==> src/rtl/rob_rsz_pkg.sv <==
`timescale 1ns/1ps
package rob_rsz_pkg;
   typedef enum logic [1:0] {
      RSZ_IDLE   = 2'd0,
      RSZ_GROW   = 2'd1,
      RSZ_SHRINK = 2'd2
   } rsz_op_e;
endpackage

==> src/rtl/rob_rsz_ptr.sv <==
`timescale 1ns/1ps
// Circular pointer that wraps at a run-time limit and can be reloaded.
module rob_rsz_ptr #(
   parameter int PTR_W  = 7,
   parameter int SIZE_W = 8
) (
   input  logic              clk,
   input  logic              rst_n,
   input  logic              adv,
   input  logic              load,
   input  logic [PTR_W-1:0]  load_val,
   input  logic [SIZE_W-1:0] limit,
   output logic [PTR_W-1:0]  ptr
);
   logic [SIZE_W-1:0] ptr_inc;
   assign ptr_inc = SIZE_W'(ptr) + SIZE_W'(1);

   always_ff @(posedge clk) begin
      if (!rst_n)       ptr <= '0;
      else if (load)    ptr <= load_val;
      else if (adv)     ptr <= (ptr_inc == limit) ? '0 : PTR_W'(ptr_inc);
   end
endmodule

==> src/rtl/rob_rsz_part_en.sv <==
`timescale 1ns/1ps
// Thermometer decode of the active partition count.
module rob_rsz_part_en #(
   parameter int NUM_PARTS = 8,
   parameter int CNT_W     = 4
) (
   input  logic [CNT_W-1:0]     parts,
   output logic [NUM_PARTS-1:0] en
);
   for (genvar g = 0; g < NUM_PARTS; g++) begin : g_en
      assign en[g] = (parts > CNT_W'(g));
   end
endmodule

==> src/rtl/rob_rsz_ctrl.sv <==
`timescale 1ns/1ps
// Resize request holding, safe-point detection and size register.
module rob_rsz_ctrl
   import rob_rsz_pkg::*;
#(
   parameter int NUM_PARTS    = 8,
   parameter int PART_ENTRIES = 16,
   parameter int MIN_PARTS    = 1,
   parameter int PTR_W        = 7,
   parameter int SIZE_W       = 8,
   parameter int CNT_W        = 4
) (
   input  logic              clk,
   input  logic              rst_n,
   input  logic              grow_req,
   input  logic              shrink_req,
   input  logic [PTR_W-1:0]  head,
   input  logic [PTR_W-1:0]  tail,
   input  logic [SIZE_W-1:0] occ,
   output logic [CNT_W-1:0]  parts,
   output logic [SIZE_W-1:0] size,
   output rsz_op_e           op,
   output logic              apply,
   output logic              bnd_stall,
   output logic [PTR_W-1:0]  head_new,
   output logic [PTR_W-1:0]  tail_new
);
   localparam int LIN_W   = SIZE_W + 1;
   localparam int PART_SH = $clog2(PART_ENTRIES);

   logic [LIN_W-1:0]  lin_end;
   logic [SIZE_W-1:0] shr_size;
   logic              safe_grow, safe_shrink, head_at_bnd, tail_at_bnd;

   assign size        = SIZE_W'(parts) << PART_SH;
   assign shr_size    = size - SIZE_W'(PART_ENTRIES);
   assign lin_end     = LIN_W'(tail) + LIN_W'(occ);
   assign safe_grow   = lin_end <= LIN_W'(size);
   assign safe_shrink = lin_end <= LIN_W'(shr_size);
   assign head_at_bnd = SIZE_W'(head) == shr_size;
   assign tail_at_bnd = SIZE_W'(tail) == shr_size;

   assign apply     = ((op == RSZ_GROW) && safe_grow) || ((op == RSZ_SHRINK) && safe_shrink);
   assign bnd_stall = (op == RSZ_SHRINK) && head_at_bnd;

   always_comb begin
      head_new = head;
      tail_new = tail;
      if (op == RSZ_GROW) begin
         if (lin_end == LIN_W'(size)) head_new = PTR_W'(size);
      end else begin
         if (head_at_bnd) head_new = '0;
         if (tail_at_bnd) tail_new = '0;
      end
   end

   always_ff @(posedge clk) begin
      if (!rst_n) begin
         parts <= CNT_W'(NUM_PARTS);
         op    <= RSZ_IDLE;
      end else if (apply) begin
         parts <= (op == RSZ_GROW) ? parts + CNT_W'(1) : parts - CNT_W'(1);
         op    <= RSZ_IDLE;
      end else if (op == RSZ_IDLE) begin
         if (grow_req && (parts < CNT_W'(NUM_PARTS)))       op <= RSZ_GROW;
         else if (shrink_req && (parts > CNT_W'(MIN_PARTS))) op <= RSZ_SHRINK;
      end
   end
endmodule

==> src/rtl/rob_resize_mgr.sv <==
`timescale 1ns/1ps
module rob_resize_mgr
   import rob_rsz_pkg::*;
#(
   parameter int NUM_PARTS    = 8,
   parameter int PART_ENTRIES = 16,
   parameter int MIN_PARTS    = 1,
   localparam int DEPTH  = NUM_PARTS * PART_ENTRIES,
   localparam int PTR_W  = $clog2(DEPTH),
   localparam int SIZE_W = $clog2(DEPTH + 1)
) (
   input  logic                 clk,
   input  logic                 rst_n,
   input  logic                 disp_req,
   input  logic                 commit_req,
   input  logic                 grow_req,
   input  logic                 shrink_req,
   output logic                 disp_ok,
   output logic                 commit_ok,
   output logic                 disp_stall,
   output logic [PTR_W-1:0]     head_ptr,
   output logic [PTR_W-1:0]     tail_ptr,
   output logic [SIZE_W-1:0]    occupancy,
   output logic [SIZE_W-1:0]    active_size,
   output logic [NUM_PARTS-1:0] part_en,
   output logic                 resize_pending,
   output logic                 pending_grow
);
   localparam int CNT_W = $clog2(NUM_PARTS + 1);

   if (PART_ENTRIES < 2 || (PART_ENTRIES & (PART_ENTRIES - 1)) != 0) begin : g_bad_pe
      $error("PART_ENTRIES must be a power of two of at least 2");
   end
   if (NUM_PARTS < 2) begin : g_bad_np
      $error("NUM_PARTS must be at least 2");
   end
   if (MIN_PARTS < 1 || MIN_PARTS >= NUM_PARTS) begin : g_bad_min
      $error("MIN_PARTS must lie in [1, NUM_PARTS-1]");
   end

   logic [CNT_W-1:0] parts;
   rsz_op_e          op;
   logic             apply, bnd_stall, full;
   logic [PTR_W-1:0] head_new, tail_new;

   rob_rsz_ctrl #(
      .NUM_PARTS(NUM_PARTS), .PART_ENTRIES(PART_ENTRIES), .MIN_PARTS(MIN_PARTS),
      .PTR_W(PTR_W), .SIZE_W(SIZE_W), .CNT_W(CNT_W)
   ) u_ctrl (
      .clk(clk), .rst_n(rst_n), .grow_req(grow_req), .shrink_req(shrink_req),
      .head(head_ptr), .tail(tail_ptr), .occ(occupancy),
      .parts(parts), .size(active_size), .op(op), .apply(apply),
      .bnd_stall(bnd_stall), .head_new(head_new), .tail_new(tail_new)
   );

   assign full       = occupancy == active_size;
   assign disp_stall = apply | bnd_stall;
   assign disp_ok    = disp_req & ~full & ~disp_stall;
   assign commit_ok  = commit_req & (occupancy != '0) & ~apply;

   rob_rsz_ptr #(.PTR_W(PTR_W), .SIZE_W(SIZE_W)) u_head (
      .clk(clk), .rst_n(rst_n), .adv(disp_ok), .load(apply),
      .load_val(head_new), .limit(active_size), .ptr(head_ptr)
   );

   rob_rsz_ptr #(.PTR_W(PTR_W), .SIZE_W(SIZE_W)) u_tail (
      .clk(clk), .rst_n(rst_n), .adv(commit_ok), .load(apply),
      .load_val(tail_new), .limit(active_size), .ptr(tail_ptr)
   );

   always_ff @(posedge clk) begin
      if (!rst_n) occupancy <= '0;
      else if (disp_ok && !commit_ok) occupancy <= occupancy + SIZE_W'(1);
      else if (!disp_ok && commit_ok) occupancy <= occupancy - SIZE_W'(1);
   end

   rob_rsz_part_en #(.NUM_PARTS(NUM_PARTS), .CNT_W(CNT_W)) u_en (
      .parts(parts), .en(part_en)
   );

   assign resize_pending = op != RSZ_IDLE;
   assign pending_grow   = op == RSZ_GROW;
endmodule

==> config.mk <==
export PLATFORM = sky130hd
export DESIGN_NAME = rob_resize_mgr
export DESIGN_NICKNAME = d
export VERILOG_FILES = /design/src/rtl/rob_rsz_pkg.sv /design/src/rtl/rob_rsz_ptr.sv /design/src/rtl/rob_rsz_part_en.sv /design/src/rtl/rob_rsz_ctrl.sv /design/src/rtl/rob_resize_mgr.sv
export SDC_FILE = /design/constraint.sdc
export NUM_CORES = 1
export LEC_CHECK = 0
export BUFFER_PORTS_ARGS = -buffer_cell sky130_fd_sc_hd__buf_4
export CORE_AREA = 2 2 81 64
export DETAILED_ROUTE_END_ITERATION = 8
export DIE_AREA = 0 0 83 66
export GPL_ROUTABILITY_DRIVEN = 0
export PLACE_DENSITY_LB_ADDON = 0.25
export SLEW_MARGIN = 15
export SYNTH_ARGS = -nofsm -noshare
export SYNTH_HDL_FRONTEND = slang
export SYNTH_SLANG_ARGS = --single-unit
==> constraint.sdc <==
create_clock -name clk -period 8.7 [get_ports clk]
set_input_delay 2.175 -clock clk [delete_from_list [all_inputs] [get_ports clk]]
set_output_delay 2.175 -clock clk [all_outputs]
set_load 0.02 [all_outputs]
==> flow_summary_export.csv, run 1 <==
group,metric,value,unit
timing,setup_violations,0,
setup_path,r2r_start,"u_tail.ptr[2]$_SDFFE_PN0P_",
timing,layout_setup_ws,2160,ps
route,drtAntennaViolNets,0,
yosys,synthCells,344,
floorplan,num_io_pins,49,
route,dr.pass1.iters,4,
cts,root_buffer,"clkbuf_8",
floorplan,fp.dieArea,5480,sq um
timing,timing.final.crit_share,75.2,%
power_and_ir_drop,power,1.11,mW
yosys,yosysTopAreaCell,"dfxtp_1",
place,io_buffer_count,44,
setup_path,crit_path_max_incr_delay,800,ps
setup_path,critical_path_arrival,4370,ps
final_layout,fin_util,66.2,%
yosys,yosys_most_used_dff,"dfxtp_1",
cts,cts.clk_slew.worst_paths,100,ps
route,met3_length,533,um
route,post_drt_wl_per_cell,16.1,um
final_layout,final_nets,417,
cts,cts.repair.resized,0,
floorplan,die_w,83,um
cts,postCtsHoldBufs,0,
setup_path,crit_family,"compound AO/OA/AOI/OAI gates",
yosys,postSynthAreaPerCell,8.01,sq um
route,drt-initial-drc-count,134,
yosys,ys_ff_latch,28,
final_layout,area_delta_synth_final,13.0,%
timing,hold_slack,530,ps
floorplan,start_util,58.6,%
global_route,grtUsageTotal,26.4,%
hold_path,min_path_type,"reg -> reg",
power_and_ir_drop,peakVddDrop,0.212,mV
route,postRouteWirelength,7030,um
yosys,synth-edff-count,0,
setup_path,cp_max_fo,17,
yosys,synthArstFlopShare,0,%
timing,rsz0062_at_grt,"no",
cts,tritoncts,"done",
global_route,grt_pass1_wl,11900,um
setup_path,start_kind,"register",
floorplan,core,4710,sq um
setup_path,crit_buf_inv,1,
final_layout,layout_commonest_cell,"buf_4",
global_route,first_global_vias,2540,
route,m1WireLength,3240,um
final_layout,instances_no_fill,437,
hold_path,min_from,"u_ctrl.op[1]$_SDFFE_PP0P_",
timing,relSlewSlack,43.7,%
cts,cts-htree-levels,1,
flow_run,maxCapViolCount,0,
route,vias_per_cell,6.09,
global_route,grt_overflow,0,
floorplan,rows,22,
setup_path,path_class,"reg -> out",
timing,worstMarginPinSlew,844,ps
final_layout,fillers,450,
route,drcViolationCount,0,
place,place_area,3070,sq um
final_layout,layout_common_cells,"buf_4 (44), nor2_1 (32), ha_1 (30), dfxtp_1 (28), a21oi_1 (27)",
power_and_ir_drop,leakagePower,1.38,nW
route,vias,2663,
timing,clock.fmax,153,MHz
timing,hold_viol_final,0,
yosys,synth_area,2760,sq um
yosys,ys_warn_count,0,
yosys,ys_types,63,
timing,drv_slew,0,
setup_path,cp_cell_sequence,"ha_1 > a21oi_1 > a21boi_2 > o21ai_0 > nand2b_1 > a21o_1 > a21oi_1 > xnor2_1 > ha_1 > nand2_1 > nor3_1 > o221ai_2 > a311oi_4 > nor3_1 > buf_4",
setup_path,cp-startpoint,"u_tail.ptr[2]$_SDFFE_PN0P_",
route,routed.top_layer,"met4",
global_route,antenna_found_initial,0,
setup_path,critical_path_required,6530,ps
timing,skew,10.4,ps
route,dr_wl_met2,3210,um
power_and_ir_drop,powerDensity,357,nW/um^2
floorplan,fp.dieH,66,um
place,dpl.cell_count,434,
final_layout,drive_gt1_share,16.2,%
yosys,ys_seq_area_share,20.3,%
global_route,grt_max_degree,19,
setup_path,crit_slowest_cell,"a311oi_4",
status,status,"complete, no violations",
cts,cts_buffers,3,
final_layout,stdcell_area,3110,sq um
cts,worstSkewPairLatency,280,ps
cts,clockBufferDepth,2,
final_layout,diodes,0,
cts,cts_post_setup_buffers_inserted,0,
timing,fin_crit,6540,ps
yosys,synth.top_cell.area_share,20.3,%
setup_path,endpoint_kind,"output port",
yosys,synth.area.top_cells,"dfxtp_1 (20%), ha_1 (14%), xnor2_1 (5.4%), a21oi_1 (4.9%), nor2_1 (4.4%)",
place,dp_hpwl,5240,um
cts,cts.sinks,28,
place,pre_cts_slack,2530,ps
timing,tns,0,ps
cell type report:
cell class	instances	area (sq um)	share of cell area [%]
flip-flops and latches	28	561	18.0
multi-input cells	282	2030	65.2
inverters	20	75.1	2.41
repair buffers	44	330	10.6
clock buffers	3	41.3	1.33
well taps	60	75.1	2.41
worst register-to-register path: stages, from the launching register on:
cell       delay, ps
dfxtp_1          490
ha_1             330
a21oi_1          230
a21boi_2         130
o21ai_0          170
nand2b_1         110
a21o_1           190
a21oi_1          160
xnor2_1          110
ha_1             310
nand2_1           80
nor3_1           300
o221ai_2         160
a311oi_4         800
nor3_1           280
ha_1             320
inv_1            210
ha_1             280
a21o_1           180
a21oi_1          210
o21ai_0          160
a2111oi_0        420
nor3_1           130
mux2i_1          200
mux2i_1          200
metal layers:
metal | track usage [%] | up-vias
li1 | - | 1290
met3 | 4.74 | 9
met5 | 0 | -
met2 | 44.1 | 104
met1 | 35.8 | 1260
met4 | 6.15 | 0
logic make-up (layout without fill, tap and decap cells):
logic type	after synthesis	count (layout)	share of synthesized area, %
compound gates	88	88	22.7
other cells	1	4	0.136
xor+xnor	28	28	9.58
fa+ha+maj	32	32	15.1
flops	28	28	20.3
simple gates	125	125	24.0
buf+inv	37	67	6.35
mux	5	5	1.86
state kept, by name (all words and copies together), names as in the netlist:
signal / flops
u_ctrl.parts: 4
u_tail.ptr: 7
occupancy: 8
u_ctrl.op: 2
u_head.ptr: 7
report_power, final:
| part | switching [mW] | internal [mW] |
|---|---|---|
| Sequential | 0.0796 | 0.159 |
| Clock | 0.0414 | 0.0312 |
| Combinational | 0.452 | 0.348 |
| Total | 0.573 | 0.538 |
cells in the mapped netlist, types with 4 or more instances:
cell type  count
nor2_1        32
ha_1          30
dfxtp_1       28
a21oi_1       27
nand2_1       22
inv_1         18
o21ai_0       18
xnor2_1       17
nand3_1       13
nor3_1        11
xor2_1        10
clkbuf_1       7
and2_1         6
and3_1         6
nand2b_1       6
buf_4          5
o211ai_1       5
a211o_1        4
mux2i_1        4
nor2b_1        4
o21a_1         4
or3_1          4
path summary, 6_finish.rpt:
kind	endpoint	slack (ps)	cells past startpoint
max reg2reg	occupancy[7]$_SDFFE_PN0P_	2480	24
min	u_ctrl.op[1]$_SDFFE_PP0P_	530	2
max	disp_ok	2160	15
min reg2reg	u_ctrl.op[1]$_SDFFE_PP0P_	530	2
(Power assumes the default switching activity.)
==> run 2, diff against run 1 <==
--- a/config.mk
+++ b/config.mk
@@ -5,10 +5,11 @@
 export SDC_FILE = /design/constraint.sdc
 export NUM_CORES = 1
 export LEC_CHECK = 0
+export ABC_AREA = 1
 export BUFFER_PORTS_ARGS = -buffer_cell sky130_fd_sc_hd__buf_4
-export CORE_AREA = 2 2 81 64
+export CORE_AREA = 2 2 86 67
 export DETAILED_ROUTE_END_ITERATION = 8
-export DIE_AREA = 0 0 83 66
+export DIE_AREA = 0 0 88 69
 export GPL_ROUTABILITY_DRIVEN = 0
 export PLACE_DENSITY_LB_ADDON = 0.25
 export SLEW_MARGIN = 15
==> constraint.sdc (replaced) <==
create_clock -name clk -period 6.7 [get_ports clk]
set_input_delay 1.675 -clock clk [delete_from_list [all_inputs] [get_ports clk]]
set_output_delay 1.675 -clock clk [all_outputs]
set_load 0.02 [all_outputs]
==> run 2 against run 1 <==
Synthesized cell count rose by 27%. Combinational power rose by 77%. Die area rose by 11%. Largest power group unchanged.
==> flow_summary_export.csv, run 2 <==
group,metric,value,unit
timing,tns,0,ps
status,status,"complete, no violations",
timing,timing.final.crit_share,77.4,%
yosys,yosys_most_used_dff,"dfxtp_1",
timing,rsz0062_at_grt,"no",
setup_path,path_class,"reg -> out",
final_layout,layout_commonest_cell,"nand2_1",
cts,cts.repair.resized,0,
global_route,grt_pass1_wl,12000,um
yosys,ys_warn_count,0,
final_layout,multi_input_area,2050,sq um
setup_path,endpoint_kind,"output port",
power_and_ir_drop,switchingPower,1.04,mW
final_layout,final_nets,512,
setup_path,critical_path_required,5030,ps
route,postRouteWirelength,7420,um
setup_path,cp_max_fo,13,
cts,worstSkewPairLatency,280,ps
yosys,ys_ff_latch,28,
final_layout,largest_reg_flops,8,
yosys,synth-edff-count,0,
timing,drv_slew,0,
place,dpl.cell_count,544,
yosys,synth.top_cell.area_share,19.1,%
power_and_ir_drop,powerDensity,564,nW/um^2
cts,cts.sinks,28,
final_layout,drive_gt1_share,18.2,%
timing,hold_slack,528,ps
floorplan,rows,23,
yosys,yosysTopAreaCell,"dfxtp_1",
flow_run,maxCapViolCount,0,
setup_path,critical_path_arrival,3510,ps
global_route,grt_overflow,0,
yosys,synth.area.top_cells,"dfxtp_1 (19%), ha_1 (13%), nand2_1 (11%), inv_1 (6.4%), nor2_1 (6.1%)",
global_route,first_global_vias,2468,
place,io_buffer_count,44,
route,drt-initial-drc-count,263,
final_layout,area_delta_synth_final,12.8,%
final_layout,instances_no_fill,547,
cts,clockBufferDepth,2,
power_and_ir_drop,p_sw_share,55.9,%
yosys,synth_area,2930,sq um
route,dr.pass1.iters,5,
power_and_ir_drop,pwr-share-comb,76.4,%
power_and_ir_drop,clkPwrFrac,5.2,%
power_and_ir_drop,leakagePower,1.65,nW
cts,tritoncts,"done",
power_and_ir_drop,peakVddDrop,0.295,mV
global_route,antenna_found_initial,0,
final_layout,largest-register,"occupancy",
floorplan,fp.dieH,69,um
timing,clock.fmax,193,MHz
floorplan,num_io_pins,49,
yosys,ys_types,41,
hold_path,min_path_type,"reg -> reg",
floorplan,core,5210,sq um
yosys,synthCells,436,
cts,root_buffer,"clkbuf_8",
place,dp_hpwl,5820,um
final_layout,regArea,561,sq um
power_and_ir_drop,p_int,0.822,mW
route,vias_per_cell,5.33,
timing,fin_crit,5190,ps
yosys,synthArstFlopShare,0,%
cts,cts_post_setup_buffers_inserted,0,
route,vias,2916,
timing,skew,12.3,ps
final_layout,layout_common_cells,"nand2_1 (84), inv_1 (50), nor2_1 (48), buf_4 (44), nand3_1 (34)",
global_route,grt_max_degree,22,
cts,cts.clk_slew.worst_paths,110,ps
timing,hold_viol_final,0,
cts,cts_buffers,3,
final_layout,top_regs,"occupancy (8), u_head.ptr (7), u_tail.ptr (7)",
yosys,synthTopCellsByCount,"nand2_1 (84), inv_1 (50), nor2_1 (48)",
global_route,grtUsageTotal,24.4,%
cts,cts-htree-levels,1,
yosys,yosysMostFrequentCell,"nand2_1",
final_layout,diodes,0,
timing,relSlewSlack,57.8,%
route,drtAntennaViolNets,0,
cts,postCtsHoldBufs,0,
timing,setup_violations,0,
route,post_drt_wl_per_cell,13.6,um
floorplan,fp.dieArea,6070,sq um
setup_path,start_kind,"register",
timing,worstMarginPinSlew,633,ps
yosys,postSynthAreaPerCell,6.72,sq um
yosys,ys_seq_area_share,19.1,%
route,drcViolationCount,0,
power_and_ir_drop,seqPwrFrac,18.4,%
final_layout,fillers,510,
floorplan,die_w,88,um
power_and_ir_drop,power,1.86,mW
floorplan,start_util,56.3,%
run 2: critical path, cell delays in order, from the launching register on:
cell and delay, ps:
dfxtp_1 360, ha_1 240, fa_1 390, nand2_1 100, nand2_1 70, nand2_1 100
nor2_1 50, nor2_1 100, xnor2_1 180, ha_1 310, a21o_1 170, o21ai_0 160
nand2_1 120, nand2_4 110, nand2_8 70, nand2_4 170, inv_4 110, o21ai_1 120
nor2_1 90, buf_4 180
run 2: power groups by stage:
stage	Combinational, mW	Clock [mW]	Sequential [mW]
final	1.42	0.0972	0.343
after global routing	1.59	0.105	0.354
after CTS	1.41	0.0994	0.341
after detailed placement	1.41	0	0.345
after global placement	1.37	0	0.343
after floorplan	1.04	0	0.375
run 2: logic make-up after synthesis:
family                     share of synthesized area (%)
buffers and inverters                               11.2
adders and majority gates                           14.2
DFF                                                 19.1
and+or+nand+nor                                     33.6
other                                              0.128
AOI/OAI and AO/OA                                   13.2
xor gates and xnor gates                            8.58
run 2: area by class of cell:
| type | instances | area share [%] |
|---|---|---|
| tap | 75 | 2.84 |
| sequential | 28 | 17.0 |
| multi-input combinational | 339 | 62.1 |
| clock buffer | 3 | 1.25 |
| timing repair buffer | 44 | 9.99 |
| inverter | 58 | 6.81 |
run 2: routing by layer:
metal,vias up,track usage (%),share of wire [%]
met3,2,3.59,7.4
met2,103,37.0,43
met4,0,2.39,0.26
met1,1336,37.7,49
li1,1475,-,-
met5,-,0,0
run 2: path summary, 6_finish.rpt:
kind | from | endpoint | slack (ps) | cells past startpoint
max | u_tail.ptr[0]$_SDFFE_PN0P_ | disp_ok | 1510 | 19
min | u_ctrl.op[1]$_SDFFE_PP0P_ | u_ctrl.op[1]$_SDFFE_PP0P_ | 530 | 2
max reg2reg | u_tail.ptr[0]$_SDFFE_PN0P_ | occupancy[6]$_SDFFE_PN0P_ | 1700 | 29
min reg2reg | u_ctrl.op[1]$_SDFFE_PP0P_ | u_ctrl.op[1]$_SDFFE_PP0P_ | 530 | 2
run 2: through the flow:
step           worst slack [ps]  area [sq um]  utilization (%)
6_report                   1510          3310             63.5
5_1_grt                    1190          3310             63.5
3_5_place_dp               1760          3260             62.7
2_1_floorplan              1880          2940                -
3_3_place_gp               1970          3260             62.7
4_1_cts                    1530          3310             63.5
